**config.mk**
```make
export PLATFORM = sky130hd
export DESIGN_NAME = flash_guard
export DESIGN_NICKNAME = d
export VERILOG_FILES = /design/src/rtl/flash_guard_pkg.sv /design/src/rtl/fg_region_check.sv /design/src/rtl/fg_status_reg.sv /design/src/rtl/flash_guard.sv
export SDC_FILE = /design/constraint.sdc
export NUM_CORES = 1
export LEC_CHECK = 0
export CAP_MARGIN = 0
export CELL_PAD_IN_SITES_DETAIL_PLACEMENT = 0
export CELL_PAD_IN_SITES_GLOBAL_PLACEMENT = 1
export CORE_UTILIZATION = 27
export DETAILED_ROUTE_END_ITERATION = 6
export PLACE_DENSITY = 0.76
export SETUP_SLACK_MARGIN = 0.1
export SYNTH_ARGS = -nofsm -noshare
export SYNTH_HDL_FRONTEND = slang
export SYNTH_SLANG_ARGS = --single-unit
```
**constraint.sdc**
```tcl
create_clock -name clk -period 2 [get_ports clk]
set_input_delay 0.3 -clock clk [delete_from_list [all_inputs] [get_ports clk]]
set_output_delay 0.3 -clock clk [all_outputs]
set_load 0.01 [all_outputs]
```
**src/rtl/flash_guard_pkg.sv**
```systemverilog
package flash_guard_pkg;

    typedef enum logic [3:0] {
        OP_NOP    = 4'd0,
        OP_WREN   = 4'd1,
        OP_WRDI   = 4'd2,
        OP_RDSR   = 4'd3,
        OP_WRSR   = 4'd4,
        OP_PROG   = 4'd5,
        OP_SERASE = 4'd6,
        OP_BERASE = 4'd7,
        OP_CERASE = 4'd8,
        OP_SLEEP  = 4'd9,
        OP_WAKE   = 4'd10
    } op_e;

    typedef enum logic [1:0] {
        ST_IDLE   = 2'd0,
        ST_LAUNCH = 2'd1,
        ST_RUN    = 2'd2,
        ST_SLEEP  = 2'd3
    } st_e;

    localparam int PROT_W = 3;
    localparam int SR_W   = 8;

endpackage

```
**src/rtl/fg_region_check.sv**
```systemverilog
module fg_region_check #(
    parameter int ADDR_W = 19,
    parameter int PROT_W = 3
) (
    input  logic [PROT_W-1:0] bp,
    input  logic [ADDR_W-1:0] addr,
    output logic              hit,
    output logic              any_prot
);
    localparam int CODES = 1 << PROT_W;
    localparam int TOP   = CODES - 1;

    logic [CODES-1:0] hit_v;

    assign hit_v[0]   = 1'b0;
    assign hit_v[TOP] = 1'b1;

    generate
        for (genvar g = 1; g < TOP; g++) begin : g_slice
            localparam int NB = TOP - g;
            assign hit_v[g] = &addr[ADDR_W-1 -: NB];
        end
    endgenerate

    assign hit      = hit_v[bp];
    assign any_prot = |bp;

    always_comb begin
        a_r4_full_code_hits: assert (bp != TOP[PROT_W-1:0] || hit);
        a_r4_zero_code_clear: assert (bp != '0 || !hit);
    end

endmodule

```
**src/rtl/fg_status_reg.sv**
```systemverilog
module fg_status_reg #(
    parameter int PROT_W = 3
) (
    input  logic              clk,
    input  logic              rst_n,
    input  logic              set_wel,
    input  logic              clr_wel,
    input  logic              load_cfg,
    input  logic [PROT_W-1:0] cfg_bp,
    input  logic              cfg_srp,
    output logic              wel,
    output logic [PROT_W-1:0] bp,
    output logic              srp
);
    always_ff @(posedge clk) begin
        if (!rst_n) begin
            wel <= 1'b0;
            bp  <= '0;
            srp <= 1'b0;
        end else begin
            if (clr_wel)      wel <= 1'b0;
            else if (set_wel) wel <= 1'b1;
            if (load_cfg) begin
                bp  <= cfg_bp;
                srp <= cfg_srp;
            end
        end
    end

    a_r2_wel_sets: assert property (@(posedge clk) disable iff (!rst_n)
        (set_wel && !clr_wel) |=> wel);
    a_r8_wel_clears: assert property (@(posedge clk) disable iff (!rst_n)
        clr_wel |=> !wel);

endmodule

```
**src/rtl/flash_guard.sv**
```systemverilog
module flash_guard
    import flash_guard_pkg::*;
#(
    parameter int ADDR_W  = 19,
    parameter int WP_SYNC = 2
) (
    input  logic              clk,
    input  logic              rst_n,
    input  logic              cmd_valid,
    input  logic [3:0]        cmd_op,
    input  logic [ADDR_W-1:0] cmd_addr,
    input  logic [7:0]        cmd_wdata,
    input  logic              wp_n,
    input  logic              seq_busy,
    output logic              grant,
    output logic [3:0]        grant_op,
    output logic              deny,
    output logic              id_req,
    output logic [7:0]        status,
    output logic              pwr_down
);
    localparam int BP_LSB = 2;

    st_e  state_q, state_d;
    op_e  op;
    logic wel, srp, hit, any_prot;
    logic [PROT_W-1:0] bp;
    logic set_wel, clr_wel, load_cfg;
    logic grant_d, deny_d, id_d;
    logic grant_q, deny_q, id_q;
    logic [3:0] grant_op_q;
    logic [WP_SYNC-1:0] wp_sync_q;
    logic wp_low, is_mod, blocked, wip;

    assign op = op_e'(cmd_op);

    // write-protect pin synchronizer
    always_ff @(posedge clk) begin
        if (!rst_n) wp_sync_q <= '1;
        else        wp_sync_q <= {wp_sync_q[WP_SYNC-2:0], wp_n};
    end
    assign wp_low = !wp_sync_q[WP_SYNC-1];

    fg_region_check #(.ADDR_W(ADDR_W), .PROT_W(PROT_W)) u_region (
        .bp       (bp),
        .addr     (cmd_addr),
        .hit      (hit),
        .any_prot (any_prot)
    );

    fg_status_reg #(.PROT_W(PROT_W)) u_sreg (
        .clk      (clk),
        .rst_n    (rst_n),
        .set_wel  (set_wel),
        .clr_wel  (clr_wel),
        .load_cfg (load_cfg),
        .cfg_bp   (cmd_wdata[BP_LSB +: PROT_W]),
        .cfg_srp  (cmd_wdata[7]),
        .wel      (wel),
        .bp       (bp),
        .srp      (srp)
    );

    assign is_mod  = (op == OP_PROG) || (op == OP_SERASE) ||
                     (op == OP_BERASE) || (op == OP_CERASE);
    assign blocked = (op == OP_CERASE) ? any_prot : hit;

    // state register
    always_ff @(posedge clk) begin
        if (!rst_n) state_q <= ST_IDLE;
        else        state_q <= state_d;
    end

    // next state and control
    always_comb begin
        state_d  = state_q;
        set_wel  = 1'b0;
        clr_wel  = 1'b0;
        load_cfg = 1'b0;
        grant_d  = 1'b0;
        deny_d   = 1'b0;
        id_d     = 1'b0;
        unique case (state_q)
            ST_IDLE: begin
                if (cmd_valid) begin
                    if (op == OP_WREN) begin
                        set_wel = 1'b1;
                    end else if (op == OP_WRDI) begin
                        clr_wel = 1'b1;
                    end else if (op == OP_WRSR) begin
                        if (!wel) begin
                            deny_d = 1'b1;
                        end else if (srp && wp_low) begin
                            deny_d  = 1'b1;
                            clr_wel = 1'b1;
                        end else begin
                            grant_d  = 1'b1;
                            load_cfg = 1'b1;
                            state_d  = ST_LAUNCH;
                        end
                    end else if (is_mod) begin
                        if (!wel) begin
                            deny_d = 1'b1;
                        end else if (blocked) begin
                            deny_d  = 1'b1;
                            clr_wel = 1'b1;
                        end else begin
                            grant_d = 1'b1;
                            state_d = ST_LAUNCH;
                        end
                    end else if (op == OP_SLEEP) begin
                        state_d = ST_SLEEP;
                    end else if (op == OP_WAKE) begin
                        id_d = 1'b1;
                    end
                end
            end
            ST_LAUNCH: begin
                if (seq_busy) state_d = ST_RUN;
            end
            ST_RUN: begin
                if (!seq_busy) begin
                    state_d = ST_IDLE;
                    clr_wel = 1'b1;
                end
            end
            ST_SLEEP: begin
                if (cmd_valid && op == OP_WAKE) begin
                    state_d = ST_IDLE;
                    id_d    = 1'b1;
                end
            end
            default: state_d = ST_IDLE;
        endcase
    end

    // registered outputs
    always_ff @(posedge clk) begin
        if (!rst_n) begin
            grant_q    <= 1'b0;
            deny_q     <= 1'b0;
            id_q       <= 1'b0;
            grant_op_q <= '0;
        end else begin
            grant_q    <= grant_d;
            deny_q     <= deny_d;
            id_q       <= id_d;
            grant_op_q <= grant_d ? cmd_op : 4'd0;
        end
    end

    assign wip      = (state_q == ST_LAUNCH) || (state_q == ST_RUN);
    assign grant    = grant_q;
    assign deny     = deny_q;
    assign id_req   = id_q;
    assign grant_op = grant_op_q;
    assign pwr_down = (state_q == ST_SLEEP);
    assign status   = {srp, 2'b00, bp, wel, wip};

    a_r3_grant_needs_wel: assert property (@(posedge clk) disable iff (!rst_n)
        grant |-> $past(wel));
    a_r7_grant_sets_wip: assert property (@(posedge clk) disable iff (!rst_n)
        grant |-> status[0]);
    a_r8_done_drops_wel: assert property (@(posedge clk) disable iff (!rst_n)
        $fell(status[0]) |-> !status[1]);
    a_r9_quiet_when_busy: assert property (@(posedge clk) disable iff (!rst_n)
        (state_q != ST_IDLE) |=> !(grant || deny));
    a_r10_wake_only: assert property (@(posedge clk) disable iff (!rst_n)
        $fell(pwr_down) |-> $past(cmd_valid && cmd_op == OP_WAKE));
    a_r10_no_wip_asleep: assert property (@(posedge clk) disable iff (!rst_n)
        !(pwr_down && status[0]));
    a_r11_one_pulse: assert property (@(posedge clk) disable iff (!rst_n)
        $onehot0({grant, deny, id_req}));

endmodule

```
# Yosys cells after proc, flatten, opt, wreduce, memory -nomap -nowiden

Cells that the tools add are included.

Bits in registers: 16
Input port bits: 36
Output and inout port bits: 16

Order comparisons: 1
Equal/unequal tests: 23
Multiplexer cells: 59
Bitwise gates (word level): 3
Reductions and logical operators: 18

Operators by type and width:

| operator             | number |
|---|---|
| $mux W1              | 42 |
| $mux W2              | 13 |
| $eq A4 B3 Y1 const B | 4 |
| $eq A4 B4 Y1 const B | 3 |
| $reduce_and A11 Y1   | 1 |
| $ne A2 B2 Y1 const B | 5 |
| $ne A4 B4 Y1 const B | 2 |
| $pmux W2 S4          | 1 |
| $ne A3 B2 Y1 const B | 2 |
| $reduce_and A6 Y1    | 1 |
| $reduce_and A5 Y1    | 1 |
| $reduce_or A5 Y1     | 1 |
| $eq A2 B2 Y1 const B | 2 |
| $eq A4 B1 Y1 const B | 1 |
| $eq A4 B2 Y1 const B | 1 |
| $logic_or A1 B1 Y1   | 4 |
| $lt A3 B4 Y1 const B | 1 |
| $pmux W1 S2          | 2 |
| $reduce_and A2 Y1    | 2 |
| $reduce_and A4 Y1    | 1 |
| $bmux W1 S3          | 1 |
| $ne A3 B3 Y1 const B | 1 |
| $not A1 Y1           | 3 |
| $reduce_and A3 Y1    | 1 |
| 7 further kinds      | 8 |

# Logic depth before layout (Yosys ltp)

Word-level depth: 13
Gate-level depth with buffers: 8
Depth with buffers taken out: 7

# By module

From an unflattened synthesis, not the netlist that was laid out.

Cell total of the unflattened synthesis: 113
Area total of the unflattened synthesis: 962.2 um^2

Modules (own cells, without submodules):

| module          | instances | cells each | area each (um^2) | sequential area each (um^2) |
|---|---|---|---|---|
| flash_guard     | 1         | 90         | 720.7            | 220.2 |
| fg_status_reg   | 1         | 16         | 187.7            | 100.1 |
| fg_region_check | 1         | 7          | 53.8             | 0.0 |

# Least setup slack after synthesis

Ideal clock, no wire load.

Path kind: register to register
From: reg u_sreg.bp[2]
To: reg state_q[1]
Library setup time: 0.116 ns
Arrival time: 1.620 ns
Data required time: 1.884 ns
Setup slack: 0.263 ns
Cell stages (with the launch flop): 6
Path buffers: 0
Period minus slack after synthesis: 1.737 ns
Path through: dfxtp_1 > o221ai_2 > a2111oi_2 > a31oi_2 > a311o_1 > o211a_1

Longest elaborated chain between the ends: 5
Elaborated cells on any way between the ends: 6
Classes of those cells: eq/ne: 1; mux: 3; reduce/logical: 2

Ends and longest elaborated chain:

| item                             | line                  | RTL |
|---|---|---|
| start: declaration               | fg_status_reg.sv:12   | `output logic [PROT_W-1:0] bp,` |
| start signal: assignment         | fg_status_reg.sv:24   | `bp <= cfg_bp;` |
| $bmux W1 S3                      | fg_region_check.sv:25 | `assign hit = hit_v[bp];` |
| $mux W1 (not written as such)    | fg_region_check.sv:25 |  |
| $mux W1 (*)                      | flash_guard.sv:66     | `assign blocked = (op == OP_CERASE) ? any_prot : hit;` |
| $ne A4 B4 Y1 (no line) (*)       | n/a                   |  |
| $reduce_and A11 Y1 (no line) (*) | n/a                   |  |
| end signal: assignment           | flash_guard.sv:71     | `else state_q <= state_d;` |
| end: declaration                 | flash_guard.sv:24     | `st_e state_q, state_d;` |

Every way passes the cells marked *; elsewhere a longest branch is shown, timed or not. The select of a mux whose other input is x is not followed.
A chain may end at the register's enable or synchronous reset.

# Final worst setup path

From: reg state_q[1]
To: out status[0]

Longest elaborated chain between the ends: 2
Elaborated cells on any way between the ends: 3
Classes of those cells: eq/ne: 2; reduce/logical: 1

Ends and longest elaborated chain:

| item                                         | line               | RTL |
|---|---|---|
| $eq A2 B1 Y1 or $eq A2 B2 Y1 (tied branches) | flash_guard.sv:152 | `assign wip = (state_q == ST_LAUNCH) \|\| (state_q == ST_RUN);` |
| $logic_or A1 B1 Y1 (*)                       | flash_guard.sv:152 |  |
| end: declaration                             | flash_guard.sv:19  | `output logic [7:0] status,` |

Every way passes the cells marked *; elsewhere a longest branch is shown, timed or not.

==> results by group <==
Floorplan
  – Std cell rows: 21
  – # IOs: 52
  – Overall die height: 62.7 µm
  – Die Wd: 62.7 µm
  – Core Area: 3440 µm²
  – Die Area: 3930 µm²
  – Effective utilization at floorplan: 28.9%

Outcome
  – Status: finished, final reports clean

Setup path
  – CP required: 1.70 ns
  – Max stage delay on crit path: 0.53 ns
  – CP startpoint: state_q[1]$_SDFFE_PN0P_
  – R2r setup slk: 0.24 ns
  – Critical Path, Cell by Cell: inv_1, ha_2, clkdlybuf4s50_1
  – Kind of critical path: flop to primary output
  – Setup crit end kind: primary output
  – Worst R2R Path Depth: 6
  – CP Launch Type: flop
  – Critical path destination: status[0]
  – Critical Path Fanout Max: 4
  – Worst Path Arrival: 1.54 ns
  – Crit-path slowest cell: clkdlybuf4s50_1
  – Worst reg2reg startpoint: u_sreg.bp[2]$_SDFFE_PN0P_
  – Reg-to-reg endpoint: state_q[1]$_SDFFE_PN0P_

Final layout
  – Share of post-route cells with drive strength above 1: 25.9%
  – Non-Filler Instances: 208
  – Sequential cell area: 323 µm²
  – Fill count: 337
  – Diode count: 0
  – Layout area overhead: 59.9%
  – Layout net count: 203
  – Multi-input gate area: 636 µm²

Global routing
  – Largest net degree at the start of global routing: 10
  – Grt ovf: 0
  – First-pass GRT wire length: 4110 µm
  – GRT Util Overall: 13.5%
  – Vias in the first global route: 915
  – Initial antenna violation count: 0

Route
  – WL per Instance: 12.7 µm
  – Final WL: 2640 µm
  – Vias: 975
  – DR iter-0 viols: 40
  – Drt first pass iters: 4
  – Detail Route Antenna Nets: 0
  – Residual DRC: 0
  – Vias per cell: 4.69

STA
  – Clock Skews: 0.00345 ns
  – Crit share post-route: 92.0%
  – Min Clock Period, post-route: 1.84 ns
  – Unrepaired setup endpoints after global routing: false
  – Final Max Slew Viols: 0
  – Final number of setup-violating endpoints: 0
  – Final hold slack: 0.365 ns
  – Final hold violation count: 0
  – Fmax: 544 MHz

CTS
  – TritonCTS Buffers: 3
  – Clk Tree Root Cell: clkbuf_8
  – Skew-Pair Late Insertion Delay: 0.25 ns
  – CTS clk-pin slew, worst paths: 0.06 ns
  – Clock Sinks: 16
  – TritonCTS clock tree: yes
  – Cts hold-fix bufs: 0
  – H-tree levels: 1
  – Clock tree buffer depth: 2

Power
  – Peak VDD IR: 0.307 mV
  – P_leak: 0.650 nW
  – Tot Pwr: 1.09 mW
  – Power Density: 688 nW/µm²

Synth
  – Dominant synthesized flop cell: dfxtp_1
  – Avg Inst Size Synth: 8.87 µm²
  – Register area share after synthesis: 32.2%
  – Post-Synthesis Cells: 112
  – Post-synth EDFFs: 0
  – Post-Synthesis Cell Area: 993 µm²
  – Yosys warns: 0
  – FF+latch count, synth: 16
  – Unique masters post-synth: 45
  – FFs w/ async S/R, synth: 0%

Flow run
  – Max_cap viols: 0

Worst hold path
  – Hold_sp: cmd_op[0]
  – Worst hold path type: input port to flop

Place
  – Dpl hpwl: 2010 µm
  – Inst Count DP: 203
  – GP Congestion: 0.783
  – I/O Buffers: 32
## per-layer routing
metal,vias up,global-route usage [%],routed length [µm]
li1,504,-,-
met1,448,15.4,1160
met2,19,23.4,1350
met3,4,2.55,78
met4,0,7.85,48
met5,-,0,0
## cell usage after synthesis (2+ instances only)
library cell | number | area [µm²]
dfxtp_1 | 16 | 320
nor2_1 | 9 | 33.8
inv_1 | 7 | 26.3
nand2_1 | 7 | 26.3
nand2b_1 | 6 | 37.5
a21oi_1 | 5 | 25.0
buf_4 | 5 | 37.5
nor3_1 | 5 | 25.0
and2_1 | 4 | 25.0
ha_1 | 4 | 50.1
mux2i_1 | 4 | 40.0
a31oi_1 | 3 | 18.8
a211oi_1 | 2 | 15.0
nor4bb_1 | 2 | 20.0
o211ai_1 | 2 | 15.0
o21a_1 | 2 | 15.0
## cell type report
type	count	area share, %
Multi-Input combinational cell	82	40.0
Timing Repair Buffer	53	30.9
Sequential cell	16	20.3
Tap cell	46	3.62
Clock buffer	4	3.46
Inverter	7	1.65
## metrics by stage
stage	util, %	area, µm²	TNS [ns]	setup slack, ns
after CTS	44.5	1530	0	0.105
final	46.2	1590	0	0.160
after global routing	46.2	1590	0	0.0958
after detailed placement	42.6	1470	-1.37	-0.200
after floorplan	-	997	0	0.263
after global placement	42.6	1470	-1.42	-0.204
## cells by family (layout without fill, tap and decap cells)
group,after synthesis,in the layout,share of synthesized area (%)
AND/OR/NAND/NOR,42,42,24.8
AO/OA/AOI/OAI,29,29,24.2
flip-flops,16,16,32.2
buffers and inverters,15,64,8.44
adder cells (fa/ha/maj),4,4,5.04
multiplexers,4,4,4.03
other,1,2,0.377
XOR/XNOR,1,1,0.882
## worst min-delay path by stage
stage / endpoint / slack, ns / depth (start not counted)
after floorplan: wp_sync_q[0]$_SDFF_PN1_ / 0.37 / 1
after global placement: wp_sync_q[1]$_SDFF_PN1_ / 0.40 / 1
after detailed placement: wp_sync_q[1]$_SDFF_PN1_ / 0.40 / 1
after CTS: wp_sync_q[1]$_SDFF_PN1_ / 0.42 / 1
after global routing: grant_op[0]$_SDFF_PN0_ / 0.40 / 2
final: grant_op[0]$_SDFF_PN0_ / 0.37 / 2
## report_power, final
part / switching, mW / internal [mW] / leakage [nW] / total [mW]
Combinational: 0.206 / 0.228 / 0.491 / 0.433
Clock: 0.119 / 0.175 / 0.0288 / 0.294
Sequential: 0.0236 / 0.343 / 0.131 / 0.367
Total: 0.348 / 0.746 / 0.650 / 1.09
## registers in the layout, indices dropped and copies added (netlist names)
name and flops:
grant_op 4, u_sreg.bp 3, state_q 2, wp_sync_q 2, deny 1, grant 1, id_req 1, u_sreg.srp 1
u_sreg.wel 1
## critical path, delay by kind of cell (launching register included)
family,cells,cell delay (ns)
fa+ha+maj,1,0.32
buf+inv,2,0.60
flops,1,0.37
## repair_timing
| item | 4_1_cts | 5_1_grt |
|---|---|---|
| pin swaps | 2 | 4 |
| setup endpoints to repair | 5 | 12 |
| buffers inserted | 0 | 1 |
| hold endpoints to repair | 0 | 0 |
| gates resized for setup | 3 | 15 |
## placed cells by master, fill, tap and decap left out, types with 3 or more instances in the layout
cell / instances
a21oi_1: 4
and2_1: 4
buf_4: 21
clkbuf_8: 4
clkdlybuf4s50_1: 25
dfxtp_1: 14
dlymetal6s2s_1: 6
ha_1: 3
inv_1: 7
mux2i_1: 4
nand2_1: 7
nand2b_1: 5
nor2_1: 8
nor3_1: 4
Note: power is estimated with default switching activity, not from simulation.
